### src/rtl/smon_pkg.sv
package smon_pkg;
  localparam logic [2:0] SMP_OFF  = 3'd0;
  localparam logic [2:0] SMP_CONT = 3'd1;
  localparam logic [2:0] SMP_DA   = 3'd2;
  localparam logic [2:0] SMP_DB   = 3'd3;
  localparam logic [2:0] SMP_DC   = 3'd4;

  // configuration word field positions
  localparam int THR_LSB   = 0;
  localparam int SMP_LSB   = 8;
  localparam int RSTEN_BIT = 12;
  localparam int IRQEN_BIT = 13;
  localparam int WAKEN_BIT = 14;

  // status word bit positions
  localparam int ST_LEVEL = 0;
  localparam int ST_DET   = 1;
  localparam int ST_RST   = 2;
  localparam int ST_WAKE  = 3;

  typedef struct packed {
    logic       wake_en;
    logic       irq_en;
    logic       rst_en;
    logic [2:0] smp;
    logic [3:0] thr;
  } smon_cfg_t;
endpackage

### src/rtl/smon_sched.sv
module smon_sched #(
  parameter int DIV_A = 32,
  parameter int DIV_B = 256,
  parameter int DIV_C = 2048
) (
  input  logic       clk,
  input  logic       rst,
  input  logic       restart,
  input  logic [2:0] smp,
  output logic       cmp_en_o
);
  import smon_pkg::*;

  localparam int MAX_AB = (DIV_A > DIV_B) ? DIV_A : DIV_B;
  localparam int MAXD   = (MAX_AB > DIV_C) ? MAX_AB : DIV_C;
  localparam int CW     = (MAXD > 2) ? $clog2(MAXD) : 1;

  logic [CW-1:0] cnt;
  logic [CW-1:0] lim;
  logic          periodic;
  logic          wrap;

  always_comb begin
    periodic = 1'b1;
    lim      = '0;
    case (smp)
      SMP_DA:  lim = CW'(DIV_A - 1);
      SMP_DB:  lim = CW'(DIV_B - 1);
      SMP_DC:  lim = CW'(DIV_C - 1);
      default: periodic = 1'b0;
    endcase
  end

  assign wrap = (cnt == lim);

  always_ff @(posedge clk) begin
    if (rst || restart) begin
      cnt      <= '0;
      cmp_en_o <= 1'b0;
    end else begin
      cmp_en_o <= (smp == SMP_CONT) || (periodic && wrap);
      cnt      <= (!periodic || wrap) ? '0 : cnt + 1'b1;
    end
  end
endmodule

### src/rtl/smon_status.sv
module smon_status (
  input  logic clk,
  input  logic rst,
  input  logic cmp_en,
  input  logic below,
  input  logic clr,
  input  logic rst_en,
  input  logic irq_en,
  input  logic wake_en,
  output logic level_q,
  output logic det_q,
  output logic rstst_q,
  output logic wakest_q,
  output logic irq_q,
  output logic rreq_q,
  output logic wreq_q
);
  logic hit;
  logic det_n;
  logic rstst_n;
  logic wakest_n;

  assign hit      = cmp_en & below;
  assign det_n    = hit | (det_q & ~clr);
  assign rstst_n  = (hit & rst_en) | (rstst_q & ~clr);
  assign wakest_n = (hit & wake_en) | (wakest_q & ~clr);

  always_ff @(posedge clk) begin
    if (rst) begin
      level_q  <= 1'b0;
      det_q    <= 1'b0;
      rstst_q  <= 1'b0;
      wakest_q <= 1'b0;
      irq_q    <= 1'b0;
      rreq_q   <= 1'b0;
      wreq_q   <= 1'b0;
    end else begin
      if (cmp_en) level_q <= below;
      det_q    <= det_n;
      rstst_q  <= rstst_n;
      wakest_q <= wakest_n;
      irq_q    <= irq_en & det_n;
      rreq_q   <= hit & rst_en;
      wreq_q   <= hit & wake_en;
    end
  end
endmodule

### src/rtl/smon_ctrl.sv
module smon_ctrl #(
  parameter int AW    = 4,
  parameter int DW    = 32,
  parameter int DIV_A = 32,
  parameter int DIV_B = 256,
  parameter int DIV_C = 2048
) (
  input  logic          clk,
  input  logic          rst,
  input  logic          bus_we,
  input  logic          bus_re,
  input  logic [AW-1:0] bus_addr,
  input  logic [DW-1:0] bus_wdata,
  output logic [DW-1:0] bus_rdata,
  input  logic          cmp_below_i,
  output logic          cmp_en_o,
  output logic [3:0]    thr_o,
  output logic          level_low_o,
  output logic          det_status_o,
  output logic          irq_o,
  output logic          reset_req_o,
  output logic          wake_req_o
);
  import smon_pkg::*;

  localparam logic [AW-1:0] CFG_ADDR  = AW'(0);
  localparam logic [AW-1:0] STAT_ADDR = AW'(1);

  smon_cfg_t     cfg_q;
  logic          cfg_wr;
  logic          stat_rd;
  logic [2:0]    smp_w;
  logic          rstst;
  logic          wakest;
  logic [DW-1:0] rd_v;
  logic          unused_wdata_bits;

  assign cfg_wr  = bus_we && (bus_addr == CFG_ADDR);
  assign stat_rd = bus_re && (bus_addr == STAT_ADDR);
  assign smp_w   = cfg_q.smp;
  assign thr_o   = cfg_q.thr;
  assign unused_wdata_bits = ^{bus_wdata[DW-1:15], bus_wdata[11], bus_wdata[7:4]};

  always_ff @(posedge clk) begin
    if (rst) begin
      cfg_q <= '0;
    end else if (cfg_wr) begin
      cfg_q.thr     <= bus_wdata[THR_LSB +: 4];
      cfg_q.smp     <= bus_wdata[SMP_LSB +: 3];
      cfg_q.rst_en  <= bus_wdata[RSTEN_BIT];
      cfg_q.irq_en  <= bus_wdata[IRQEN_BIT];
      cfg_q.wake_en <= bus_wdata[WAKEN_BIT];
    end
  end

  smon_sched #(.DIV_A(DIV_A), .DIV_B(DIV_B), .DIV_C(DIV_C)) u_sched (
    .clk      (clk),
    .rst      (rst),
    .restart  (cfg_wr),
    .smp      (smp_w),
    .cmp_en_o (cmp_en_o)
  );

  smon_status u_stat (
    .clk      (clk),
    .rst      (rst),
    .cmp_en   (cmp_en_o),
    .below    (cmp_below_i),
    .clr      (stat_rd),
    .rst_en   (cfg_q.rst_en),
    .irq_en   (cfg_q.irq_en),
    .wake_en  (cfg_q.wake_en),
    .level_q  (level_low_o),
    .det_q    (det_status_o),
    .rstst_q  (rstst),
    .wakest_q (wakest),
    .irq_q    (irq_o),
    .rreq_q   (reset_req_o),
    .wreq_q   (wake_req_o)
  );

  always_comb begin
    rd_v = '0;
    if (bus_addr == CFG_ADDR) begin
      rd_v[THR_LSB +: 4] = cfg_q.thr;
      rd_v[SMP_LSB +: 3] = cfg_q.smp;
      rd_v[RSTEN_BIT]    = cfg_q.rst_en;
      rd_v[IRQEN_BIT]    = cfg_q.irq_en;
      rd_v[WAKEN_BIT]    = cfg_q.wake_en;
    end else if (bus_addr == STAT_ADDR) begin
      rd_v[ST_LEVEL] = level_low_o;
      rd_v[ST_DET]   = det_status_o;
      rd_v[ST_RST]   = rstst;
      rd_v[ST_WAKE]  = wakest;
    end
  end

  always_ff @(posedge clk) begin
    if (rst)         bus_rdata <= '0;
    else if (bus_re) bus_rdata <= rd_v;
  end
endmodule

### config.mk
export PLATFORM = sky130hd
export DESIGN_NAME = smon_ctrl
export DESIGN_NICKNAME = d
export VERILOG_FILES = /design/src/rtl/smon_pkg.sv /design/src/rtl/smon_sched.sv /design/src/rtl/smon_status.sv /design/src/rtl/smon_ctrl.sv
export SDC_FILE = /design/constraint.sdc
export NUM_CORES = 1
export LEC_CHECK = 0
export BUFFER_PORTS_ARGS = -buffer_cell sky130_fd_sc_hd__buf_2
export CAP_MARGIN = 20
export CORE_MARGIN = 10
export CORE_UTILIZATION = 40
export DETAILED_ROUTE_END_ITERATION = 7
export GPL_ROUTABILITY_DRIVEN = 0
export PLACE_DENSITY = 0.7
export SLEW_MARGIN = 10
export SYNTH_ARGS = -nofsm -noshare
export SYNTH_HDL_FRONTEND = slang
export SYNTH_SLANG_ARGS = --single-unit
### constraint.sdc
create_clock -name clk -period 1.4 [get_ports clk]
set_clock_uncertainty 0.05 [all_clocks]
set_input_delay 0.28 -clock clk [delete_from_list [all_inputs] [get_ports clk]]
set_output_delay 0.28 -clock clk [all_outputs]
set_load 0.005 [all_outputs]
==> flow_metrics.tcl <==
set metrics [dict create \
    p_leak_nw 1.14 \
    cp.arrival_ns 1.62 \
    grt_pass1_wl_um 7200 \
    hold_ws_ns 0.157 \
    hold_start "bus_wdata[0]" \
    worstReg2RegEnd "u_sched.cnt[6]$_SDFF_PP0_" \
    drv_slew 0 \
    rows 24 \
    status "complete, but fails checks" \
    antenna_found_initial 0 \
    wl_per_cell_um 13.7 \
    cp-end-kind "flip-flop" \
    io_pins 83 \
    whs_endpoint "thr_o[0]$_SDFFE_PP0P_" \
    area_growth_pct 32.6 \
    diodes 0 \
    synthTopCellsByArea "dfxtp_1, buf_4, mux2i_1, nor2_1, nor3_1" \
    r2r_start "smp_w[1]$_SDFFE_PP0P_" \
    finalNetCount 303 \
    drive_gt1_share_pct 37.8 \
    violations "negative setup slack" \
    worst_slack_ns -0.0865 \
    cts_tree "yes" \
    grtUsageTotal_pct 11.9 \
    total_power_mw 2.25 \
    overflow 0 \
    synth-async-reset-ratio_pct 0 \
    min_path_type "input port to flip-flop" \
    fillers 421 \
    synth_edf_count 0 \
    clk_latency_ns 0.30 \
    hold_depth 3 \
    crit_fanout 5 \
    final_util_pct 54.6 \
    clk_pin_slew_ns 0.08 \
    syn_area_per_cell_sq_um 9.18 \
    htreeDepth 2 \
    rsz0062_at_grt "yes" \
    dp_slack_ns -0.191 \
    cts-root-buf "clkbuf_8" \
    cts_made_buffers 5 \
    setup_viol 8 \
    cts_sinks 39 \
    multiInputGateArea_sq_um 908 \
    critPathSlowestCell "dfxtp_4" \
    path_cells "nor3b_4 -> buf_4 -> nand2_4 -> a311oi_4 -> buf_6 -> nor3_1" \
    synth_largest_area_cell "dfxtp_1" \
    syn_area_sq_um 1780 \
    critPathKind "flip-flop to flip-flop" \
    ctsHoldBuffers 0 \
    io_buffers 38 \
    grt_pass1_vias 1519 \
    vias_per_cell 4.71 \
    hpwl_um 3280 \
    ys_seq_elements 39 \
    slowest_delay_ns 0.37 \
    hold_violations 0 \
    drv_cap 0 \
    min_period_over_period_pct 106 \
    cts_buffer_depth 2 \
    dieArea_sq_um 7520 \
    final_area_sq_um 2360 \
    drc 0 \
    firstDrtPassIters 4 \
    routed_wl_um 4300 \
    synth.distinct_cells 35 \
    via_count 1480 \
    drt_iter0_markers 55 \
    yosys.area.top_type_share_pct 43.9 \
    power.density_nw_per_um2 952 \
    synth_ff_type "dfxtp_1" \
    drtAntennaViolNets 0 \
    core_area_sq_um 4320 \
    timing.fmax_ghz 0.673 \
    required_ns 1.54 \
    die_y_um 86.7 \
    peakVddDrop_v 0.000633 \
    dpl_cell_area_sq_um 2150 \
    r2r_slack_ns -0.09 \
    min_period_ns 1.49 \
    regArea_sq_um 790 \
    startpoint_type "flip-flop" \
    yosys_warnings 0 \
    r2r_cells 6 \
    start_util_pct 41.2 \
    ys_seq_area_share_pct 43.9 \
    die_w_um 86.7 \
    grt_max_degree 26 \
    syn-instance-count 194 \
]
cell families after synthesis:
family / synth area share (%)
AO/OA/AOI/OAI: 9.77
XOR/XNOR: 4.43
adder cells (fa/ha/maj): 0.703
buffers and inverters: 13.4
flip-flops: 43.9
multiplexers: 8.43
other: 0.211
AND/OR/NAND/NOR: 19.3
layout by cell type (no fill, tap or decap), types with 2 or more instances in the layout:
cell type,count
mux2i_1,14
and2_1,3
nor3b_1,3
conb_1,22
xnor2_1,3
nand4_1,2
a21oi_1,7
o21ai_1,2
dfxtp_4,2
nand2_1,5
nor3_1,8
nand3_1,5
a22oi_1,6
nor2_1,28
nor3_2,3
a21o_1,2
buf_4,33
xor2_1,6
nor3b_4,2
dfxtp_1,36
a31oi_1,2
buf_2,38
clkbuf_8,6
where the power goes:
part / total [mW] / switching [mW] / internal, mW
sequential: 1.11 / 0.00439 / 1.11
combinational: 0.114 / 0.0655 / 0.0489
clock: 1.02 / 0.432 / 0.586
total: 2.25 / 0.502 / 1.74
layer usage:
layer / wire [um] / share of wire [%] / global-route usage, % / vias to the layer above
met3: 375 / 8.7 / 5.25 / 5
li1: - / - / - / 750
met1: 1660 / 39 / 12.7 / 679
met5: 0 / 0 / 0 / -
met4: 46 / 1.1 / 4.86 / 0
met2: 2220 / 52 / 19.9 / 46
worst max-delay path by stage:
stage | start | end | slack [ns] | depth (start not counted)
floorplan | smp_w[0]$_SDFFE_PP0P_ | u_sched.cnt[10]$_SDFF_PP0_ | -0.02 | 5
global placement | smp_w[1]$_SDFFE_PP0P_ | u_sched.cmp_en_o$_SDFF_PP0_ | -0.12 | 5
detailed placement | smp_w[1]$_SDFFE_PP0P_ | u_sched.cnt[1]$_SDFF_PP0_ | -0.19 | 5
CTS | smp_w[0]$_SDFFE_PP0P_ | u_sched.cmp_en_o$_SDFF_PP0_ | -0.08 | 5
global route | smp_w[1]$_SDFFE_PP0P_ | u_sched.cmp_en_o$_SDFF_PP0_ | -0.16 | 5
finish | smp_w[1]$_SDFFE_PP0P_ | u_sched.cnt[6]$_SDFF_PP0_ | -0.09 | 6
what timing repair did:
item,4_1_cts,5_1_grt
resized for setup,9,5
pin swaps,3,3
setup endpoints to repair,8,8
hold endpoints to repair,0,0
buffers inserted,1,3
through the flow:
| stage | setup TNS, ns | cells |
|---|---|---|
| global route | -1.16 | 314 |
| finish | -0.599 | 314 |
| detailed placement | -2.11 | 302 |
| CTS | -0.562 | 311 |
| global placement | -1.39 | 302 |
| floorplan | -0.0320 | 215 |
cells in the mapped netlist (all sizes together) (2+ instances only):
master	n
a21o	2
a21oi	7
a22oi	6
a311oi	2
a31oi	2
and2	3
and3	2
buf	30
clkbuf	4
dfxtp	39
mux2i	15
nand2	6
nand3	5
nand4	2
nor2	29
nor3	11
nor3b	5
o21ai	3
xnor2	3
xor2	6
flip-flops by register name, indices dropped and copies added (netlist names):
register          count
u_stat.rreq_q         1
smp_w                 3
u_stat.wakest_q       1
u_sched.cmp_en_o      1
u_stat.rstst_q        1
u_stat.wreq_q         1
bus_rdata            10
u_sched.cnt          11
u_stat.level_q        1
cfg_q                 3
u_stat.irq_q          1
thr_o                 4
u_stat.det_q          1
layout make-up:
type | count | area share, %
clock inverters | 2 | 1.64
repair buffers | 73 | 19.9
multi-input cells | 140 | 38.5
well taps | 52 | 2.76
inverters | 2 | 0.318
flip-flops and latches | 39 | 33.4
clock buffers | 6 | 3.50
worst max-delay path: cells and delay by family (launching register included):
kind            cells  cell delay, ns
flops               1            0.37
simple gates        3            0.34
compound gates      1            0.28
buf+inv             2            0.33
Power figures use the tool's default switching activity.
